**config.mk**
```make
export PLATFORM = sky130hd
export DESIGN_NAME = pwr_state_coord
export DESIGN_NICKNAME = d
export VERILOG_FILES = /design/src/rtl/pwr_coord_pkg.sv /design/src/rtl/pwr_thr_trk.sv /design/src/rtl/pwr_pkg_res.sv /design/src/rtl/pwr_sga_gen.sv /design/src/rtl/pwr_state_coord.sv
export SDC_FILE = /design/constraint.sdc
export NUM_CORES = 1
export LEC_CHECK = 0
export BUFFER_PORTS_ARGS = -buffer_cell sky130_fd_sc_hd__buf_2
export CORE_ASPECT_RATIO = 1.4
export CORE_MARGIN = 5
export CORE_UTILIZATION = 30
export CTS_CLUSTER_SIZE = 30
export DETAILED_ROUTE_END_ITERATION = 10
export MAX_ROUTING_LAYER = met4
export PLACE_DENSITY = 0.64
export SYNTH_ARGS = -nofsm -noshare
export SYNTH_HDL_FRONTEND = slang
export SYNTH_SLANG_ARGS = --single-unit
```
**constraint.sdc**
```tcl
create_clock -name clk -period 2.1 [get_ports clk]
set_clock_uncertainty 0.2 [all_clocks]
set_input_delay 0.315 -clock clk [delete_from_list [all_inputs] [get_ports clk]]
set_output_delay 0.315 -clock clk [all_outputs]
set_load 0.02 [all_outputs]
```
**src/rtl/pwr_coord_pkg.sv**
```systemverilog
package pwr_coord_pkg;

   typedef enum logic [2:0] {
      TS_C0  = 3'd0,
      TS_C1  = 3'd1,
      TS_C2  = 3'd2,
      TS_SNP = 3'd3,
      TS_C4  = 3'd4
   } thr_st_e;

   typedef enum logic [1:0] {
      PK_NORM = 2'd0,
      PK_C2   = 2'd1,
      PK_C4   = 2'd2
   } pkg_st_e;

   localparam int unsigned LVL_W = 2;
   localparam logic [LVL_W-1:0] LVL_C1 = 2'b01;
   localparam logic [LVL_W-1:0] LVL_C2 = 2'b10;
   localparam logic [LVL_W-1:0] LVL_C4 = 2'b11;

   function automatic pkg_st_e rank_of(input thr_st_e s);
      case (s)
         TS_C2, TS_SNP: rank_of = PK_C2;
         TS_C4:         rank_of = PK_C4;
         default:       rank_of = PK_NORM;
      endcase
   endfunction

   function automatic pkg_st_e shallower(input pkg_st_e a, input pkg_st_e b);
      shallower = (a < b) ? a : b;
   endfunction

endpackage

```
**src/rtl/pwr_thr_trk.sv**
```systemverilog
module pwr_thr_trk
   import pwr_coord_pkg::*;
#(
   parameter int unsigned SNOOP_CYCLES = 2
) (
   input  logic             clk,
   input  logic             rst_n,
   input  logic             req_vld_i,
   input  logic             req_hint_i,
   input  logic [LVL_W-1:0] req_lvl_i,
   input  logic             wake_i,
   input  logic             mon_evt_i,
   input  logic             snoop_i,
   input  thr_st_e          peer_st_i,
   output thr_st_e          st_o,
   output logic             wake_pulse_o,
   output logic             snp_act_o
);

   localparam int unsigned CNT_W = (SNOOP_CYCLES > 1) ? $clog2(SNOOP_CYCLES) : 1;

   thr_st_e st_q, st_d;
   logic    mwait_q, mwait_d;
   logic    wk_q;
   logic    snp_done;

   // snoop window length variant
   generate
      if (SNOOP_CYCLES == 1) begin : g_snp_single
         assign snp_done = 1'b1;
      end else begin : g_snp_count
         logic [CNT_W-1:0] cnt_q;
         always_ff @(posedge clk or negedge rst_n) begin
            if (!rst_n) begin
               cnt_q <= '0;
            end else if (st_q == TS_SNP) begin
               cnt_q <= cnt_q + 1'b1;
            end else begin
               cnt_q <= '0;
            end
         end
         assign snp_done = (cnt_q == CNT_W'(SNOOP_CYCLES - 1));
      end
   endgenerate

   always_comb begin
      st_d    = st_q;
      mwait_d = mwait_q;
      if (wake_i) begin
         st_d    = TS_C0;
         mwait_d = 1'b0;
      end else begin
         case (st_q)
            TS_C0: begin
               if (req_vld_i) begin
                  case (req_lvl_i)
                     LVL_C1: begin
                        if (!req_hint_i) begin
                           st_d    = TS_C1;
                           mwait_d = 1'b0;
                        end else if (peer_st_i != TS_C0) begin
                           st_d    = TS_C1;
                           mwait_d = 1'b1;
                        end
                     end
                     LVL_C2:  st_d = TS_C2;
                     LVL_C4:  st_d = TS_C4;
                     default: st_d = TS_C0;
                  endcase
               end
            end
            TS_C1: begin
               if (mon_evt_i && mwait_q) begin
                  st_d    = TS_C0;
                  mwait_d = 1'b0;
               end
            end
            TS_C2: begin
               if (snoop_i) st_d = TS_SNP;
            end
            TS_SNP: begin
               if (snp_done) st_d = TS_C2;
            end
            default: st_d = st_q;
         endcase
      end
   end

   always_ff @(posedge clk or negedge rst_n) begin
      if (!rst_n) begin
         st_q    <= TS_C0;
         mwait_q <= 1'b0;
         wk_q    <= 1'b0;
      end else begin
         st_q    <= st_d;
         mwait_q <= mwait_d;
         wk_q    <= (st_q != TS_C0) && (st_d == TS_C0);
      end
   end

   assign st_o         = st_q;
   assign wake_pulse_o = wk_q;
   assign snp_act_o    = (st_q == TS_SNP);

endmodule

```
**src/rtl/pwr_pkg_res.sv**
```systemverilog
module pwr_pkg_res
   import pwr_coord_pkg::*;
#(
   parameter int unsigned NUM_THR = 2
) (
   input  logic    clk,
   input  logic    rst_n,
   input  thr_st_e st_i [NUM_THR],
   input  logic    cfg_dcs_en_i,
   input  logic    cfg_edsl_en_i,
   output pkg_st_e pkg_o,
   output logic    deep_o,
   output logic    deep_enh_o
);

   pkg_st_e acc;
   pkg_st_e pkg_q;

   always_comb begin
      acc = PK_C4;
      for (int i = 0; i < NUM_THR; i++) begin
         acc = shallower(acc, rank_of(st_i[i]));
      end
   end

   always_ff @(posedge clk or negedge rst_n) begin
      if (!rst_n) begin
         pkg_q <= PK_NORM;
      end else begin
         pkg_q <= acc;
      end
   end

   assign pkg_o      = pkg_q;
   assign deep_o     = (pkg_q == PK_C4);
   assign deep_enh_o = deep_o && cfg_dcs_en_i && cfg_edsl_en_i;

endmodule

```
**src/rtl/pwr_sga_gen.sv**
```systemverilog
module pwr_sga_gen
   import pwr_coord_pkg::*;
(
   input  logic    clk,
   input  logic    rst_n,
   input  pkg_st_e pkg_i,
   input  logic    stpclk_i,
   output logic    sga_o
);

   logic in_low;
   logic sent_q;

   assign in_low = (pkg_i != PK_NORM);
   assign sga_o  = in_low && stpclk_i && !sent_q;

   always_ff @(posedge clk or negedge rst_n) begin
      if (!rst_n) begin
         sent_q <= 1'b0;
      end else if (in_low) begin
         sent_q <= sent_q | sga_o;
      end else begin
         sent_q <= 1'b0;
      end
   end

endmodule

```
**src/rtl/pwr_state_coord.sv**
```systemverilog
module pwr_state_coord
   import pwr_coord_pkg::*;
#(
   parameter int unsigned NUM_THR      = 2,
   parameter int unsigned SNOOP_CYCLES = 2
) (
   input  logic                     clk,
   input  logic                     rst_n,
   input  logic [NUM_THR-1:0]       req_vld,
   input  logic [NUM_THR-1:0]       req_hint,
   input  logic [NUM_THR*LVL_W-1:0] req_lvl,
   input  logic [NUM_THR-1:0]       wake,
   input  logic [NUM_THR-1:0]       mon_evt,
   input  logic [NUM_THR-1:0]       snoop,
   input  logic                     stpclk,
   input  logic                     cfg_dcs_en,
   input  logic                     cfg_edsl_en,
   output logic [1:0]               pkg_state,
   output logic                     sga_pulse,
   output logic                     deep_req,
   output logic                     deep_enh_req,
   output logic [NUM_THR-1:0]       thr_wake,
   output logic [NUM_THR-1:0]       thr_snoop_busy
);

   generate
      if (NUM_THR != 2) begin : g_bad_thr
         $error("pwr_state_coord: NUM_THR must be 2");
      end
      if (SNOOP_CYCLES < 1) begin : g_bad_snp
         $error("pwr_state_coord: SNOOP_CYCLES must be at least 1");
      end
   endgenerate

   thr_st_e thr_st [NUM_THR];
   pkg_st_e pkg_w;

   generate
      for (genvar i = 0; i < NUM_THR; i++) begin : g_thr
         pwr_thr_trk #(
            .SNOOP_CYCLES (SNOOP_CYCLES)
         ) u_trk (
            .clk          (clk),
            .rst_n        (rst_n),
            .req_vld_i    (req_vld[i]),
            .req_hint_i   (req_hint[i]),
            .req_lvl_i    (req_lvl[i*LVL_W +: LVL_W]),
            .wake_i       (wake[i]),
            .mon_evt_i    (mon_evt[i]),
            .snoop_i      (snoop[i]),
            .peer_st_i    (thr_st[(i + 1) % NUM_THR]),
            .st_o         (thr_st[i]),
            .wake_pulse_o (thr_wake[i]),
            .snp_act_o    (thr_snoop_busy[i])
         );
      end
   endgenerate

   pwr_pkg_res #(
      .NUM_THR (NUM_THR)
   ) u_res (
      .clk           (clk),
      .rst_n         (rst_n),
      .st_i          (thr_st),
      .cfg_dcs_en_i  (cfg_dcs_en),
      .cfg_edsl_en_i (cfg_edsl_en),
      .pkg_o         (pkg_w),
      .deep_o        (deep_req),
      .deep_enh_o    (deep_enh_req)
   );

   pwr_sga_gen u_sga (
      .clk      (clk),
      .rst_n    (rst_n),
      .pkg_i    (pkg_w),
      .stpclk_i (stpclk),
      .sga_o    (sga_pulse)
   );

   assign pkg_state = pkg_w;

endmodule

```
Word-level counts from Yosys, hierarchy flattened --
Cells that the tools add are included.
Word-level totals: word-level logic and storage cells 99, register bits after elaboration 15, output and inout bits 9, bits of input ports 19
Cells by class: order comparisons 2, equality and inequality tests 23, multiplexer cells 39, reduce and logical (&&, ||, !) cells 22, bitwise operators 1, add/sub/neg operators 2
Operators with widths (number):
- two-way mux 3 bit | 14
- one-hot mux 3 bit (4 select lines) | 2
- one-hot mux 3 bit (3 select lines) | 2
- two-way mux 1 bit | 15
- equality test 3 x 2 -> 1 bit, second input constant | 4
- logical NOT 3 bit | 4
- != test 3 bit, second input constant | 4
- nonzero test 3 bit | 4
- equality test 2 bit, second input constant | 5
- AND reduction 5 bit | 2
- logical AND 1 bit | 8
- one-hot mux 2 bit (2 select lines) | 2
- equality test 3 x 1 -> 1 bit, second input constant | 2
- equality test 3 bit, second input constant | 2
- != test 3 x 2 -> 1 bit, second input constant | 2
- equality test 2 x 1 -> 1 bit, second input constant | 2
- two-way mux 2 bit | 2
- != test 4 x 3 -> 1 bit, second input constant | 1
- != test 4 bit, second input constant | 1
- one-hot mux 1 bit (2 select lines) | 2
- OR reduction 2 bit | 2
- adder 1 bit, second input constant | 2
- less-than comparator 2 bit | 1
- less-than comparator 2 bit, first input constant | 1
- 3 further kinds | 3

Depth between registers and ports, before layout --
Gate-level depths: netlist of the first run.
depth in word-level cells 9, depth in mapped cells 5, gate-level depth less buffers 5

Hierarchy --
A second synthesis of the first run with hierarchy kept.
Unflattened totals: cell total of the unflattened synthesis 88, area total of the unflattened synthesis 893.4 um^2
By module, submodules not included:
- pwr_thr_trk at g_thr[1].u_trk | cells each 36, sequential area each 150.1 um^2, instances 1, area an instance 371.6 um^2
- pwr_thr_trk at g_thr[0].u_trk | cells each 33, sequential area each 150.1 um^2, instances 1, area an instance 331.6 um^2
- pwr_pkg_res | cells each 14, sequential area each 50.0 um^2, instances 1, area an instance 141.4 um^2
- pwr_sga_gen | cells each 5, sequential area each 25.0 um^2, instances 1, area an instance 48.8 um^2

Worst setup path before layout of the first run --
Ideal clock, no wire load.
path kind register to output, start register u_res.pkg_q[1] (netlist: u_res.pkg_o[1]), end output port deep_enh_req, required time 1585 ps, arrival time 1170 ps, stages on the path, launching flop included 3, path slack 415 ps, cells stage by stage dfrtp_1 > nor2b_1 > and3_1
On the way: cells in the longest elaborated chain, start to end 3
RTL lines:
- from (decl) | line pwr_pkg_res.sv:17 | pkg_st_e pkg_q;
- from (signal assigned) | line pwr_pkg_res.sv:28 | pkg_q <= PK_NORM;
- from (signal assigned) | line pwr_pkg_res.sv:30 | pkg_q <= acc;
- equality test 2 bit | line pwr_pkg_res.sv:35 | assign deep_o = (pkg_q == PK_C4);
- named net deep_req | line pwr_state_coord.sv:20 | output logic deep_req,
- logical AND 1 bit (2 in a row) | line pwr_pkg_res.sv:36 | assign deep_enh_o = deep_o && cfg_dcs_en_i && cfg_edsl_en_i;
- to (decl) | line pwr_state_coord.sv:21 | output logic deep_enh_req,
The timed path passes the listed nets, and every way through them passes these cells.

Final worst setup path of the first run --
start register g_thr[0].u_trk.st_q[0], end output port thr_snoop_busy[0]
On the way: cells in the longest elaborated chain, start to end 1
RTL lines:
- from (decl) | line pwr_thr_trk.sv:22 | thr_st_e st_q, st_d;
- from (signal assigned) | line pwr_thr_trk.sv:95 | st_q <= st_d;
- equality test 3 x 2 -> 1 bit | line pwr_thr_trk.sv:103 | assign snp_act_o = (st_q == TS_SNP);
- to (decl) | line pwr_state_coord.sv:23 | output logic [NUM_THR-1:0] thr_snoop_busy
No other way between the ends.

==> results of run 1 <==
==> worst min path at each step <==
| stage | to | slack, ps | cells after the start |
|---|---|---|---|
| 3_5_place_dp | g_thr[0].u_trk.wake_pulse_o | 50 | 1 |
| 2_1_floorplan | g_thr[0].u_trk.g_snp_count.cnt_q | -180 | 0 |
| 6_report | g_thr[1].u_trk.st_o[2] | 60 | 2 |
| 3_3_place_gp | g_thr[0].u_trk.wake_pulse_o | 40 | 1 |
| 4_1_cts | g_thr[0].u_trk.st_o[2] | 60 | 2 |
| 5_1_grt | g_thr[0].u_trk.st_o[0] | 40 | 2 |
==> kinds of logic (layout without fill, tap and decap cells) <==
kind of cell             count (synthesis)  count (layout)
AO/OA/AOI/OAI                           18              18
flip-flops                              15              15
adder cells (fa/ha/maj)                  2               2
buffers and inverters                   11              38
AND/OR/NAND/NOR                         43              43
==> critical path: stages, from the launching register on <==
cell	delay, ps
dfrtp_1	450
inv_1	150
nor3_1	210
buf_2	200
==> stage by stage <==
stage	utilization	worst slack, ps	cells	instance area (um2)
2_1_floorplan	-	415	89	840
3_3_place_gp	0.366	498	147	978
3_5_place_dp	0.366	438	147	978
4_1_cts	0.380	278	152	1010
5_1_grt	0.380	138	152	1010
6_report	0.380	286	152	1010
==> cells in the mapped netlist (2+ instances only) <==
cell / instances
buf_4: 4
nor3_1: 2
nor3b_1: 2
o21ai_0: 3
nand2_1: 4
a211oi_1: 3
nor3_2: 2
nor2_1: 14
or4b_1: 2
nor2b_1: 3
nand4b_1: 3
a31oi_1: 5
ha_1: 2
inv_1: 6
nand3_1: 4
a41oi_1: 2
dfrtp_1: 15
and3_1: 2
==> per-layer routing <==
metal | up-vias | wire [um]
met5 | - | 0
met3 | 8 | 120
met1 | 368 | 805
li1 | 372 | -
met2 | 31 | 1030
met4 | 0 | 65
==> layout make-up <==
| class | count | area share |
|---|---|---|
| multi-input combinational | 63 | 0.395 |
| sequential | 15 | 0.370 |
| timing repair buffer | 28 | 0.143 |
| tap | 36 | 0.0444 |
| clock buffer | 4 | 0.0259 |
| inverter | 6 | 0.0222 |
==> cell usage in the layout, fill, tap and decap left out, types with 3 or more instances in the layout <==
master	instances
a211oi_1	3
a31oi_1	5
buf_2	27
clkbuf_4	3
dfrtp_1	15
inv_1	6
nand2_1	4
nand3_1	4
nand4b_1	3
nor2_1	14
nor2b_1	3
o21ai_0	3
==> flip-flops by register name, indices dropped and copies added, names as in the netlist <==
signal                         flops
g_thr.u_trk.g_snp_count.cnt_q      2
u_sga.sent_q                       1
u_res.pkg_o                        2
g_thr.u_trk.mwait_q                2
g_thr.u_trk.st_o                   6
g_thr.u_trk.wake_pulse_o           2
==> what timing repair did <==
action	in CTS	in global routing
hold buffers	1	0
endpoints found under the setup margin	0	0
endpoints found under the hold margin	15	0
==> power groups by stage <==
stage,Sequential [uW],Clock [uW],Combinational [uW]
after CTS,323,176,123
after global placement,327,0,116
after detailed placement,328,0,121
final,323,172,122
after floorplan,324,0,80.2
after global routing,326,193,137
==> flow_summary_export.csv, run 1 <==
group,metric,value,unit
placed_design,hpwl,1.58,mm
final_layout,fillerInstances,292,
pwr,p_sw,190,uW
global_routing,antenna_found_initial,0,
floorplanning,die_height,72.6,um
timing,worst_pin_slew,482,ps
global_routing,grt.overflow.total,0,
global_routing,grt-busiest-layer,"met2",
timing,whs,62.0,ps
clocking,clk_latency,290,ps
final_layout,insertedDiodeCount,0,
synth,synth_top_area_share,0.447,
timing,hold_viol,0,
detailed_routing,avgRoutedWirePerCell,13.3,um
clocking,root_buffer,"clkbuf_4",
final_layout,nets,138,
job,maxCapViolations,0,
timing,fin_crit_sh,0.864,
timing,slew_headroom,0.677,
synth,async_flop_share,1.00,
setup_path,worstReg2RegEnd,"g_thr[0].u_trk.mwait_q",
global_routing,grt_use_total,0.115,
clocking,cts_buffer_depth,2,
detailed_routing,antenna_left,0,
synth,synth_edf_count,0,
setup_path,r2r_start,"g_thr[0].u_trk.st_o[0]",
global_routing,grt_pass1_vias,760,
pwr,p_int,428,uW
timing,max_clock_freq,0.551,GHz
synth,ys_ff_latch,15,
global_routing,grt_pass1_wl,3.24,mm
detailed_routing,drc,0,
pwr,pwr_density_cell,609,mW/mm2
setup_path,crit_arrival,1300,ps
setup_path,cp_max_fo,6,
detailed_routing,post_drt_via_cell_ratio,5.13,
worst_hold_path,hold_start,"wake[1]",
synth,yosys.area_share.simple,0.289,
global_routing,grt_start_max_net_pins,16,
setup_path,endpoint_kind,"output port",
synth,yosys_warnings,0,
final_layout,register_area,375,um2
pwr,p_leak,0.000515,uW
floorplanning,rows,22,
detailed_routing,drt_iter0_markers,32,
clocking,clock-sinks,15,
synth,syn_area,840,um2
synth,synthFlopType,"dfrtp_1",
synth,synthCells,89,
floorplanning,die_w,54.7,um
floorplanning,ios,28,
synth,synth_compound_gate_area_share,0.158,
clocking,cts_resized,0,
floorplanning,initial_core_util,0.314,
clocking,cts_made_buffers,3,
synth,synth_top_family_by_area,"simple AND/OR/NAND/NOR gates",
pwr,irDropWorstVdd,298,uV
synth,syn_avg_cell_area,9.43,um2
synth,synth_area_leader_cell,"dfrtp_1",
detailed_routing,route.vias.total,779,
placed_design,portBuffers,27,
pwr,p_seq_frac,0.523,
clocking,post-cts-setup-buffer-count,0,
clocking,cts_tree,"yes",
timing,slew_violations,0,
clocking,htreeDepth,1,
setup_path,startpoint_type,"flip-flop",
global_routing,grt_util_met1,0.114,
worst_hold_path,hold_path_class,"in -> reg",
detailed_routing,dr.pass1.iters,4,
global_routing,use_met2,0.201,
pwr,p_clk_frac,0.279,
setup_path,startpoint,"g_thr[0].u_trk.st_o[0]",
clocking,path_clk_slew,90,ps
placed_design,globalplace.congestion,0.818,
run_status,status,"complete, no violations",
synth,synth_area_leaders,"dfrtp_1 (45%), nor2_1 (6.3%), a31oi_1 (3.7%)",
floorplanning,coreArea,0.00267,mm2
global_routing,met3_usage,0.0184,
synth,ys_seq_area_frac,0.447,
setup_path,r2r_slack,420,ps
timing,finalSetupTns,0,ps
setup_path,ff2ff_path_depth,4,
final_layout,areaGrowthSynthToFinish,20.9,%
floorplanning,die-area,0.00397,mm2
timing,rsz0062_at_grt,"no",
synth,synth_nets,110,
final_layout,multi_input_area,400,um2
setup_path,critPathKind,"reg -> out",
setup_path,crit_end,"thr_snoop_busy[0]",
synth,synthMuxAreaShare,0,
synth,synth.distinct_cells,29,
pwr,power.share.switching,0.307,
pwr,power_frac_comb,0.198,
pwr,p_total,618,uW
final_layout,drive_gt1_frac,0.302,
timing,period_needed,1810,ps
detailed_routing,routed_wl,2.02,mm
setup_path,cp.required,1580,ps
synth,synthAdderAreaFrac,0.0298,
timing,final-setup-viol-count,0,
synth,synth_xor_area_frac,0,
Power figures use the tool's default switching activity.
==> run 2: changes to the inputs <==
--- a/config.mk
+++ b/config.mk
@@ -5,6 +5,7 @@
 export SDC_FILE = /design/constraint.sdc
 export NUM_CORES = 1
 export LEC_CHECK = 0
+export ABC_AREA = 1
 export BUFFER_PORTS_ARGS = -buffer_cell sky130_fd_sc_hd__buf_2
 export CORE_ASPECT_RATIO = 1.4
 export CORE_MARGIN = 5
@@ -12,7 +13,7 @@
 export CTS_CLUSTER_SIZE = 30
 export DETAILED_ROUTE_END_ITERATION = 10
 export MAX_ROUTING_LAYER = met4
-export PLACE_DENSITY = 0.64
+export PLACE_DENSITY = 0.63
 export SYNTH_ARGS = -nofsm -noshare
 export SYNTH_HDL_FRONTEND = slang
 export SYNTH_SLANG_ARGS = --single-unit
==> run 2 against run 1 <==
Compared with the run above: first-iteration DRC count fell by 47%; largest cell class unchanged; sequential share of layout area fell by 5.5 points; clock power rose by 35%; setup slack improved by 180 ps; global-route usage fell by 1.3 points; fmax rose by 11%; sequential cell count did not move; hold slack got worse by 16 ps.
==> flow_summary_export.csv, run 2 <==
group,metric,value,unit
timing,period_needed,1640,ps
pwr,p_leak,0.000698,uW
timing,worst_pin_slew,330,ps
global_routing,grt.overflow.total,0,
timing,fin_crit_sh,0.779,
synth,ys_top_cells_by_count,"nand2_1 (33), inv_1 (20), nor2_1 (16), dfrtp_1 (15), nand3_1 (8)",
worst_hold_path,worstHoldPathCells,2,
detailed_routing,antenna_left,0,
global_routing,grt_start_max_net_pins,16,
detailed_routing,avgRoutedWirePerCell,10.3,um
global_routing,grt_pass1_vias,847,
synth,synth_top_area_share,0.378,
floorplanning,die_w,58.6,um
timing,finalSetupTns,0,ps
clocking,htreeDepth,1,
timing,slew_violations,0,
final_layout,most-common-layout-cells,"nand2_1 (33), buf_2 (27), inv_1 (20), nor2_1 (16), dfrtp_1 (15)",
synth,synth_area_leader_cell,"dfrtp_1",
final_layout,final_cells,204,
worst_hold_path,hold_path_class,"in -> reg",
synth,synth_nets,159,
placed_design,globalplace.congestion,0.786,
synth,synth_most_common_cell,"nand2_1",
detailed_routing,route.vias.total,905,
synth,syn_avg_cell_area,7.19,um2
setup_path,cp.required,2090,ps
floorplanning,coreArea,0.00315,mm2
setup_path,ff2ff_path_depth,8,
detailed_routing,dr.pass1.iters,4,
timing,final-setup-viol-count,0,
placed_design,hpwl,1.79,mm
setup_path,crit_arrival,1630,ps
synth,synthFlopType,"dfrtp_1",
floorplanning,ios,28,
timing,whs,46.3,ps
clocking,cts_buffer_depth,2,
clocking,cts_tree,"yes",
final_layout,final_common_cell,"nand2_1",
timing,hold_viol,0,
clocking,cts_resized,0,
clocking,cts_made_buffers,3,
clocking,clk_latency,250,ps
synth,synth.distinct_cells,25,
detailed_routing,drc,0,
synth,ys_seq_area_frac,0.378,
floorplanning,rows,24,
run_status,status,"complete, no violations",
setup_path,cp_max_fo,4,
floorplanning,initial_core_util,0.315,
global_routing,grt_pass1_wl,3.50,mm
global_routing,antenna_found_initial,0,
global_routing,grt_use_total,0.102,
final_layout,largest_reg_flops,6,
placed_design,portBuffers,27,
clocking,hold_buffers,1,
timing,slew_headroom,0.780,
placed_design,place_inst,199,
placed_design,dpl_cell_area,0.00114,mm2
synth,async_flop_share,1.00,
synth,ys_ff_latch,15,
final_layout,areaGrowthSynthToFinish,20.3,%
timing,rsz0062_at_grt,"no",
job,maxCapViolations,0,
floorplanning,die-area,0.00457,mm2
floorplanning,die_height,78.0,um
setup_path,endpoint_kind,"flip-flop",
final_layout,insertedDiodeCount,0,
synth,synth_edf_count,0,
setup_path,critPathKind,"reg -> reg",
final_layout,nets,187,
timing,max_clock_freq,0.611,GHz
clocking,path_clk_slew,60,ps
clocking,post-cts-setup-buffer-count,0,
final_layout,final_area,0.00119,mm2
clocking,root_buffer,"clkbuf_8",
setup_path,startpoint_type,"flip-flop",
synth,synthCells,138,
detailed_routing,drt_iter0_markers,17,
synth,synth_area_leaders,"dfrtp_1 (38%), nand2_1 (12%), inv_1 (7.6%)",
detailed_routing,routed_wl,2.11,mm
clocking,clock-sinks,15,
synth,yosys_warnings,0,
final_layout,fillerInstances,354,
pwr,pwr_density_cell,642,mW/mm2
detailed_routing,post_drt_via_cell_ratio,4.44,
pwr,irDropWorstVdd,238,uV
synth,syn_area,992,um2
final_layout,drive_gt1_frac,0.297,
## run 2: changes by cell type in the layout (fill, tap and decap cells not counted), moves of 4 or more
cell	before	now
nand2_1	4	33
inv_1	6	20
inv_2	0	5
nand4_1	0	5
a21oi_1	1	5
a31oi_1	5	1
nand3_1	4	8
nor2_2	1	5
## run 2: cells by family (layout without fill, tap and decap cells)
kind of cell               after synthesis  count (layout)  synth area share
muxes                                    1               1            0.0101
buffers and inverters                   30              57             0.132
DFF                                     15              15             0.378
AOI/OAI and AO/OA                       13              13            0.0807
and+or+nand+nor                         77              77             0.373
adders and majority gates                2               2            0.0252
## run 2: area by class of cell
cell class,count,area (um2),share of cell area
clock buffer,4,45.0,0.0377
inverter,25,93.8,0.0786
multi-input combinational,93,485,0.407
sequential,15,375,0.314
tap,39,48.8,0.0409
timing repair buffer,28,145,0.122
## run 2: worst max-delay path: stages, from the launching register on
cell and delay, ps:
dfrtp_1 400, inv_1 120, nand2_1 80, nor2_1 160
inv_1 60, ha_1 270, o22ai_1 130, o21ai_0 100
inv_1 50
## run 2: power breakdown
part / leakage (uW) / internal, uW / switching, uW / total [uW]
registers: 0.000204 / 312 / 20.4 / 332
clock network: 0.0000228 / 134 / 98.4 / 233
logic: 0.000471 / 74.2 / 127 / 201
## run 2: routing by layer
metal	track usage	vias to the layer above	share of wire
met5	-	-	0
met4	0.0612	0	0.020
met3	0.00985	4	0.059
met2	0.167	22	0.50
met1	0.120	398	0.42
li1	-	481	-
## run 2: worst paths after layout
kind,from,endpoint,slack (ps)
max,g_thr[1].u_trk.st_o[0],u_res.pkg_o[0],460
min in group asynchronous,rst_n,g_thr[0].u_trk.wake_pulse_o,310
max reg2reg,g_thr[1].u_trk.st_o[0],u_res.pkg_o[0],460
min,wake[0],g_thr[0].u_trk.st_o[2],50
min reg2reg,g_thr[1].u_trk.g_snp_count.cnt_q,g_thr[1].u_trk.g_snp_count.cnt_q,240
max in group asynchronous,rst_n,g_thr[0].u_trk.st_o[0],1140
## run 2: per-stage QoR
stage	utilization	power, uW	worst slack, ps
after floorplan	-	488	438
after global placement	0.361	538	540
after detailed placement	0.361	539	472
after CTS	0.379	775	449
after global routing	0.379	817	302
final	0.379	766	464
